<file path="config.mk">
export PLATFORM = sky130hd
export DESIGN_NAME = sercom_spi_core
export DESIGN_NICKNAME = d
export VERILOG_FILES = /design/src/rtl/sercom_spi_pkg.sv /design/src/rtl/sercom_spi_baud.sv /design/src/rtl/sercom_spi_sfront.sv /design/src/rtl/sercom_spi_shift.sv /design/src/rtl/sercom_spi_core.sv
export SDC_FILE = /design/constraint.sdc
export NUM_CORES = 1
export LEC_CHECK = 0
export BUFFER_PORTS_ARGS = -buffer_cell sky130_fd_sc_hd__buf_4
export CORE_ASPECT_RATIO = 0.8
export CORE_MARGIN = 2
export CORE_UTILIZATION = 40
export DETAILED_ROUTE_END_ITERATION = 10
export GPL_TIMING_DRIVEN = 0
export SKIP_CTS_REPAIR_TIMING = 1
export SLEW_MARGIN = 20
export SYNTH_ARGS = -nofsm -noshare
export SYNTH_HDL_FRONTEND = slang
export SYNTH_SLANG_ARGS = --single-unit
</file>
<file path="constraint.sdc">
create_clock -name clk -period 3.24 [get_ports clk]
set_input_delay 0.324 -clock clk [delete_from_list [all_inputs] [get_ports clk]]
set_output_delay 0.324 -clock clk [all_outputs]
set_load 0.05 [all_outputs]
</file>
<file path="src/rtl/sercom_spi_pkg.sv">
package sercom_spi_pkg;

    localparam int WORD_W     = 16;
    localparam int LEN_W      = $clog2(WORD_W);
    localparam int DIV_W      = 7;
    localparam int PER_W      = DIV_W + 1;
    localparam int MIN_PERIOD = 4;

    typedef enum logic [1:0] {
        REG_CTRL = 2'd0,
        REG_BAUD = 2'd1,
        REG_STAT = 2'd2,
        REG_DATA = 2'd3
    } reg_sel_e;

    // control register, bit0 at the right
    typedef struct packed {
        logic [LEN_W-1:0] len_m1;
        logic             tx_en;
        logic             cpha;
        logic             cpol;
        logic             master;
    } ctrl_t;

    localparam int CTRL_W = $bits(ctrl_t);

    typedef struct packed {
        logic ovr;
        logic rx_full;
        logic tx_done;
        logic busy;
    } stat_t;

    localparam int STAT_W = $bits(stat_t);

    // serial clock period in peripheral clocks for a divider setting
    function automatic logic [PER_W-1:0] period_of(input logic [DIV_W-1:0] div);
        logic [PER_W-1:0] p;
        p = {1'b0, div} + 1'b1;
        return (p < PER_W'(MIN_PERIOD)) ? PER_W'(MIN_PERIOD) : p;
    endfunction

endpackage

</file>
<file path="src/rtl/sercom_spi_baud.sv">
module sercom_spi_baud
    import sercom_spi_pkg::*;
(
    input  logic             clk,
    input  logic             rst,
    input  logic             start,
    input  logic [DIV_W-1:0] div,
    input  logic [LEN_W-1:0] len_m1,
    output logic             busy,
    output logic             act,
    output logic             lead,
    output logic             trail,
    output logic             fin
);

    logic [PER_W-1:0] per;
    logic [PER_W-1:0] half;
    logic [PER_W-1:0] cnt;
    logic [LEN_W-1:0] bits;
    logic             wrap;

    always_comb begin
        per   = period_of(div);
        half  = per >> 1;
        wrap  = (cnt == per - 1'b1);
        lead  = busy && (cnt == '0);
        trail = busy && (cnt == half);
        fin   = busy && wrap && (bits == len_m1);
    end

    always_ff @(posedge clk) begin
        if (rst) begin
            busy <= 1'b0;
            act  <= 1'b0;
            cnt  <= '0;
            bits <= '0;
        end else if (!busy) begin
            if (start) begin
                busy <= 1'b1;
                cnt  <= '0;
                bits <= '0;
            end
        end else begin
            if (lead)  act <= 1'b1;
            if (trail) act <= 1'b0;
            if (wrap) begin
                cnt  <= '0;
                bits <= bits + 1'b1;
                if (bits == len_m1) busy <= 1'b0;
            end else begin
                cnt <= cnt + 1'b1;
            end
        end
    end

    // the in-period counter never reaches the period
    a_r3_count_in_period: assert property (@(posedge clk) disable iff (rst)
        busy |-> (cnt < per));

    // a transfer ends only on its final count
    a_r3_end_on_final: assert property (@(posedge clk) disable iff (rst)
        $fell(busy) |-> $past(fin));

    // the clock rests at idle outside a transfer
    a_r1_idle_outside: assert property (@(posedge clk) disable iff (rst)
        !busy |-> !act);

endmodule

</file>
<file path="src/rtl/sercom_spi_sfront.sv">
module sercom_spi_sfront
    import sercom_spi_pkg::*;
#(
    parameter int STAGES = 2
)(
    input  logic clk,
    input  logic rst,
    input  logic enable,
    input  logic cpol,
    input  logic sclk_i,
    input  logic mosi_i,
    input  logic ste_n_i,
    output logic lead,
    output logic trail,
    output logic data,
    output logic sel
);

    logic [STAGES-1:0] c_q;
    logic [STAGES-1:0] d_q;
    logic [STAGES-1:0] s_q;
    logic              c_last;
    logic              moved;

    generate
        if (STAGES == 1) begin : g_single
            always_ff @(posedge clk) begin
                if (rst) begin
                    c_q <= '0;
                    d_q <= '0;
                    s_q <= '1;
                end else begin
                    c_q <= sclk_i;
                    d_q <= mosi_i;
                    s_q <= ste_n_i;
                end
            end
        end else begin : g_chain
            always_ff @(posedge clk) begin
                if (rst) begin
                    c_q <= '0;
                    d_q <= '0;
                    s_q <= '1;
                end else begin
                    c_q <= {c_q[STAGES-2:0], sclk_i};
                    d_q <= {d_q[STAGES-2:0], mosi_i};
                    s_q <= {s_q[STAGES-2:0], ste_n_i};
                end
            end
        end
    endgenerate

    always_ff @(posedge clk) begin
        if (rst) c_last <= 1'b0;
        else     c_last <= c_q[STAGES-1];
    end

    always_comb begin
        sel   = !s_q[STAGES-1];
        data  = d_q[STAGES-1];
        moved = enable && sel && (c_q[STAGES-1] != c_last);
        lead  = moved && (c_q[STAGES-1] != cpol);
        trail = moved && (c_q[STAGES-1] == cpol);
    end

    // no edge is passed on while deselected
    a_r9_quiet_deselected: assert property (@(posedge clk) disable iff (rst)
        (s_q[STAGES-1]) |-> !(lead || trail));

endmodule

</file>
<file path="src/rtl/sercom_spi_shift.sv">
module sercom_spi_shift
    import sercom_spi_pkg::*;
(
    input  logic              clk,
    input  logic              rst,
    input  logic              load,
    input  logic [WORD_W-1:0] load_val,
    input  logic              cpha,
    input  logic              lead,
    input  logic              trail,
    input  logic              din,
    input  logic [LEN_W-1:0]  len_m1,
    output logic [WORD_W-1:0] sr,
    output logic [WORD_W-1:0] sr_next,
    output logic              dout,
    output logic              last
);

    logic [LEN_W-1:0] bitcnt;
    logic             sample;
    logic             launch;

    always_comb begin
        sample  = cpha ? lead : trail;
        launch  = cpha ? trail : lead;
        sr_next = {sr[WORD_W-2:0], din};
        last    = sample && (bitcnt == len_m1);
    end

    always_ff @(posedge clk) begin
        if (rst) begin
            sr     <= '0;
            dout   <= 1'b0;
            bitcnt <= '0;
        end else if (load) begin
            sr     <= load_val;
            bitcnt <= '0;
            if (cpha) dout <= load_val[WORD_W-1];
        end else begin
            if (sample) begin
                sr     <= sr_next;
                bitcnt <= (bitcnt == len_m1) ? '0 : bitcnt + 1'b1;
            end
            if (launch) dout <= sr[WORD_W-1];
        end
    end

    // one clock edge at a time reaches the shifter
    a_r4_one_edge: assert property (@(posedge clk) disable iff (rst)
        !(lead && trail));

    // the bit counter stays within the programmed length
    a_r2_count_bound: assert property (@(posedge clk) disable iff (rst)
        bitcnt <= len_m1);

endmodule

</file>
<file path="src/rtl/sercom_spi_core.sv">
module sercom_spi_core
    import sercom_spi_pkg::*;
#(
    parameter int SYNC_STAGES = 2
)(
    input  logic              clk,
    input  logic              rst,
    input  logic              wr_en,
    input  logic              rd_en,
    input  logic [1:0]        addr,
    input  logic [WORD_W-1:0] wdata,
    output logic [WORD_W-1:0] rdata,
    output logic              irq_rx,
    output logic              irq_tx,
    input  logic              sclk_i,
    output logic              sclk_o,
    output logic              sclk_oe,
    input  logic              mosi_i,
    output logic              mosi_o,
    output logic              mosi_oe,
    input  logic              miso_i,
    output logic              miso_o,
    output logic              miso_oe,
    input  logic              ste_n_i,
    output logic              ste_n_o
);

    reg_sel_e          sel;
    ctrl_t             ctrl;
    stat_t             stat;
    stat_t             wstat;
    logic [DIV_W-1:0]  baud;
    logic [WORD_W-1:0] rxbuf;
    logic              rx_full, tx_done, ovr;

    logic wr_ctrl, wr_baud, wr_stat, wr_data, rd_data;
    logic m_busy, m_act, m_lead, m_trail, m_fin;
    logic s_lead, s_trail, s_data, s_sel;
    logic lead, trail, din, load, word_done, dout, s_last;
    logic [WORD_W-1:0] sr, sr_next, capture;

    always_comb begin
        sel     = reg_sel_e'(addr);
        wstat   = stat_t'(wdata[STAT_W-1:0]);
        wr_ctrl = wr_en && (sel == REG_CTRL);
        wr_baud = wr_en && (sel == REG_BAUD);
        wr_stat = wr_en && (sel == REG_STAT);
        wr_data = wr_en && (sel == REG_DATA);
        rd_data = rd_en && (sel == REG_DATA);
        load    = wr_data && !(ctrl.master && m_busy);
        lead    = ctrl.master ? m_lead  : s_lead;
        trail   = ctrl.master ? m_trail : s_trail;
        din     = ctrl.master ? miso_i  : s_data;
        word_done = ctrl.master ? m_fin : s_last;
        capture   = ctrl.master ? sr    : sr_next;
        stat    = '{ovr: ovr, rx_full: rx_full, tx_done: tx_done, busy: m_busy};
    end

    sercom_spi_baud u_baud (
        .clk    (clk),
        .rst    (rst),
        .start  (wr_data && ctrl.master),
        .div    (baud),
        .len_m1 (ctrl.len_m1),
        .busy   (m_busy),
        .act    (m_act),
        .lead   (m_lead),
        .trail  (m_trail),
        .fin    (m_fin)
    );

    sercom_spi_sfront #(.STAGES(SYNC_STAGES)) u_front (
        .clk     (clk),
        .rst     (rst),
        .enable  (!ctrl.master),
        .cpol    (ctrl.cpol),
        .sclk_i  (sclk_i),
        .mosi_i  (mosi_i),
        .ste_n_i (ste_n_i),
        .lead    (s_lead),
        .trail   (s_trail),
        .data    (s_data),
        .sel     (s_sel)
    );

    sercom_spi_shift u_shift (
        .clk      (clk),
        .rst      (rst),
        .load     (load),
        .load_val (wdata),
        .cpha     (ctrl.cpha),
        .lead     (lead),
        .trail    (trail),
        .din      (din),
        .len_m1   (ctrl.len_m1),
        .sr       (sr),
        .sr_next  (sr_next),
        .dout     (dout),
        .last     (s_last)
    );

    always_ff @(posedge clk) begin
        if (rst) begin
            ctrl    <= '0;
            baud    <= '0;
            rxbuf   <= '0;
            rx_full <= 1'b0;
            tx_done <= 1'b0;
            ovr     <= 1'b0;
        end else begin
            if (wr_ctrl) ctrl <= ctrl_t'(wdata[CTRL_W-1:0]);
            if (wr_baud) baud <= wdata[DIV_W-1:0];
            if (word_done) begin
                rxbuf   <= capture;
                rx_full <= 1'b1;
                tx_done <= 1'b1;
                if (rx_full && !rd_data) ovr <= 1'b1;
            end else if (rd_data) begin
                rx_full <= 1'b0;
            end
            if (wr_data) tx_done <= 1'b0;
            if (wr_stat && wstat.ovr) ovr <= 1'b0;
        end
    end

    always_comb begin
        case (sel)
            REG_CTRL: rdata = WORD_W'(ctrl);
            REG_BAUD: rdata = WORD_W'(baud);
            REG_STAT: rdata = WORD_W'(stat);
            default:  rdata = rxbuf;
        endcase
        irq_rx  = rx_full || ovr;
        irq_tx  = tx_done;
        sclk_o  = m_act ^ ctrl.cpol;
        sclk_oe = ctrl.master;
        mosi_o  = dout;
        miso_o  = dout;
        mosi_oe = ctrl.master && ctrl.tx_en;
        miso_oe = !ctrl.master && ctrl.tx_en && s_sel;
        ste_n_o = !(ctrl.master && m_busy);
    end

    // overrun leaves only through a clearing status write
    a_r8_overrun_sticky: assert property (@(posedge clk) disable iff (rst)
        $fell(ovr) |-> $past(wr_stat && wdata[3]));

    // the receive flag rises only with a completed word
    a_r6_rx_on_done: assert property (@(posedge clk) disable iff (rst)
        $rose(rx_full) |-> $past(word_done));

    // transmit disabled keeps both data outputs released
    a_r5_tx_off_released: assert property (@(posedge clk) disable iff (rst)
        !ctrl.tx_en |-> (!mosi_oe && !miso_oe));

    // a slave never drives the clock or its select output
    a_r1_slave_pins: assert property (@(posedge clk) disable iff (rst)
        !ctrl.master |-> (!sclk_oe && ste_n_o));

    // the master shifter is untouched by writes in flight
    a_r10_no_reload_busy: assert property (@(posedge clk) disable iff (rst)
        (ctrl.master && m_busy && wr_data) |=> (stat.busy || $past(m_fin)));

endmodule

</file>
==> flow_metrics.env <==
export IMPL_grtUsageTotal_pct=22.9
export IMPL_drt_initial_drc_count=327
export IMPL_antenna_diode_count=0
export IMPL_core_area_mm2=0.0116
export IMPL_num_vias=4699
export IMPL_p_int_w=0.00165
export IMPL_clkTransAtPathRegs_ns=0.06
export IMPL_p_seq_share_pct=43.2
export IMPL_row_count=35
export IMPL_yosysTopAreaCell="dfxtp_1"
export IMPL_status="finished, violations left"
export IMPL_fp_dieW_um=127
export IMPL_grt_antenna_before_repair=0
export IMPL_met3_usage_pct=5.29
export IMPL_grt_max_degree=13
export IMPL_drc=0
export IMPL_synth_area_leaders="dfxtp_1, mux2i_1, nand2_1, mux2_2, a211oi_1"
export IMPL_fin_cells=816
export IMPL_wl_um=14800
export IMPL_yosysSeqAreaShare_pct=31.4
export IMPL_fmax_mhz=281
export IMPL_combinationalPowerShare_pct=15.6
export IMPL_initial_core_util_pct=41.6
export IMPL_use_met1_pct=35.3
export IMPL_drtPass1Iterations=6
export IMPL_clk_path_buf_depth=2
export IMPL_final_period_utilization_pct=110
export IMPL_hold_slack_ns=0.173
export IMPL_port_buffers=48
export IMPL_pwr_share_clk_pct=41.2
export IMPL_final_common_cell="buf_4"
export IMPL_setup_viol=31
export IMPL_crit_chain="buf_6 -> nand4_4 -> or3_4 -> buf_6 -> and3_4 -> and2_4 -> nand2b_4 -> ha_4 -> and3_4 -> a211oi_2 -> a211oi_2 -> a32oi_2 -> nand3_2 -> buf_6 -> or4_4 -> a31oi_1"
export IMPL_clk_latency_ns=0.34
export IMPL_p_sw_share_pct=27.5
export IMPL_fill_cells=1076
export IMPL_fin_crit_ns=3.56
export IMPL_dpl_cell_area_mm2=0.00543
export IMPL_cap_viol_max_count=0
export IMPL_setup_slack_ns=-0.320
export IMPL_place_congestion=0.927
export IMPL_ys_flop_type="dfxtp_1"
export IMPL_first_global_vias=4264
export IMPL_power_switching_w=0.000624
export IMPL_rsz0062_at_grt="true"
export IMPL_relSlewSlack_pct=52.9
export IMPL_hold_viol_final=0
export IMPL_power_density_mw_per_mm2=370
export IMPL_ys_types=68
export IMPL_final_cell_area_mm2=0.00613
export IMPL_crit_type="register to register"
export IMPL_drive_gt1_share_pct=27.2
export IMPL_slowest_delay_ns=0.42
export IMPL_pre_cts_slack_ns=-0.519
export IMPL_synth_cells=574
export IMPL_numCtsBuffers=9
export IMPL_ant_nets=0
export IMPL_endpoint_kind="register"
export IMPL_final_nets=695
export IMPL_dp_hpwl_um=10900
export IMPL_crit_arrival_ns=3.82
export IMPL_worstMarginPinSlew_ns=0.704
export IMPL_die_h_um=102
export IMPL_violations="negative setup slack"
export IMPL_crit_slowest_cell="or3_4"
export IMPL_cts_num_sinks=76
export IMPL_utilization_pct=52.7
export IMPL_synth_area_per_cell_um2=8.44
export IMPL_post_drt_wl_per_cell_um=18.1
export IMPL_p_leak_nw=2.47
export IMPL_cts_max_level=3
export IMPL_grt_overflow=0
export IMPL_syn2layout_area_growth_pct=26.7
export IMPL_grt_util_met2_pct=31.9
export IMPL_vias_per_cell=5.76
export IMPL_cts_root_buffer="clkbuf_16"
export IMPL_layout_common_cells="buf_4, nand2_1, dfxtp_1"
export IMPL_grt_pass1_wl_um=23100
export IMPL_worstPathRequired_ns=3.50
export IMPL_min_path_type="input port to register"
export IMPL_synth_top_cell_area_share_pct=31.4
export IMPL_fin_skew_ns=0.00990
export IMPL_irDropWorstVdd_mv=0.243
export IMPL_slew_viol_final=0
export IMPL_startpoint_type="register"
export IMPL_cts_tree="yes"
export IMPL_yosys_register_bits=76
export IMPL_ys_async_sr_fraction_pct=0
export IMPL_syn_nets=606
export IMPL_die_area_mm2=0.0130
export IMPL_ios=51
export IMPL_grt_busiest_layer="met1"
export IMPL_cp_max_fo=8
export IMPL_syn_area_mm2=0.00484
export IMPL_ys_warn_count=0
export IMPL_post_place_cells=770
export IMPL_synth_enable_flop_cells=0
export IMPL_cp_common_cell="buf_6"
==> state kept, by name (all words and copies together), names as in the netlist <==
register	cells
ovr	1
u_front.d_q	2
u_front.c_q	2
baud	7
u_baud.bits	4
rx_full	1
u_baud.act	1
u_baud.busy	1
sclk_oe	1
u_shift.sr	16
ctrl	7
irq_tx	1
u_shift.bitcnt	4
u_front.s_q	2
u_front.c_last	1
u_shift.dout	1
rxbuf	16
u_baud.cnt	8
==> cells in the mapped netlist, types with 3 or more instances <==
cell type / number
buf_2: 6
ha_1: 6
and2_1: 7
o211ai_1: 5
nand2b_1: 4
a221oi_1: 3
mux4_2: 4
mux2_2: 17
nand4b_1: 3
nand2_1: 77
a31oi_1: 10
a21oi_1: 12
buf_4: 4
o21ai_0: 20
nand3_1: 18
nor3_1: 5
nand4_1: 7
nor2_1: 44
or2_2: 3
clkbuf_1: 37
and3_1: 12
dfxtp_1: 76
nor2b_1: 9
o2111ai_1: 5
buf_6: 7
mux2i_1: 54
inv_1: 16
xnor2_1: 11
a211oi_1: 23
xor2_1: 13
nor4_1: 8
==> final cells by class <==
class / instances / area [um^2] / area share, %
Timing Repair Buffer: 79 / 593 / 9.67
Clock buffer: 12 / 246 / 4.02
Clock inverter: 4 / 25.0 / 0.408
Tap cell: 148 / 185 / 3.02
Sequential cell: 76 / 1530 / 24.9
Multi-Input combinational cell: 428 / 3190 / 52.0
Inverter: 16 / 60.1 / 0.979
Buffer: 53 / 304 / 4.96
==> per-stage QoR <==
stage	TNS, ns	power (W)
after floorplan	0	0.00121
after global placement	-13.06	0.00131
after detailed placement	-12.39	0.00131
after CTS	-13.27	0.00224
after global routing	-9.02	0.00235
final	-5.82	0.00227
==> power groups by stage <==
stage	Clock (W)	Sequential, W	Combinational (W)
after global routing	0.000986	0.000985	0.000380
final	0.000936	0.000981	0.000353
after global placement	0	0.00100	0.000307
after detailed placement	0	0.00100	0.000312
after floorplan	0	0.000996	0.000213
after CTS	0.000949	0.000980	0.000314
==> worst max-delay path: cells and delay by family, from the launching register on <==
kind / cells / cell delay (ns)
AOI/OAI and AO/OA: 4 / 0.73
adders and majority gates: 1 / 0.19
and+or+nand+nor: 8 / 1.78
buffers and inverters: 3 / 0.42
DFF: 1 / 0.36
==> cell families after synthesis <==
| kind of cell | Yosys count | synth area share [%] |
|---|---|---|
| flip-flops | 76 | 31.4 |
| AND/OR/NAND/NOR | 217 | 22.6 |
| AO/OA/AOI/OAI | 105 | 15.6 |
| buffers and inverters | 70 | 6.98 |
| multiplexers | 75 | 17.0 |
| adder cells (fa/ha/maj) | 6 | 1.55 |
| XOR/XNOR | 25 | 4.81 |
==> layer usage <==
layer	wire [um]	vias to the layer above
met5	0	-
met4	164	0
met3	1050	18
met2	6020	154
met1	7560	2278
li1	-	2249
==> final timing paths <==
| kind | from | end | slack (ns) | depth (start not counted) |
|---|---|---|---|---|
| hold reg to reg | u_front.s_q[0] | u_front.s_q[1] | 0.41 | 1 |
| setup reg to reg | baud[1] | u_baud.bits[2] | -0.32 | 16 |
| hold / removal | ste_n_i | u_front.s_q[0] | 0.17 | 2 |
| setup / recovery | baud[1] | u_baud.bits[2] | -0.32 | 16 |
Power figures use the tool's default switching activity.
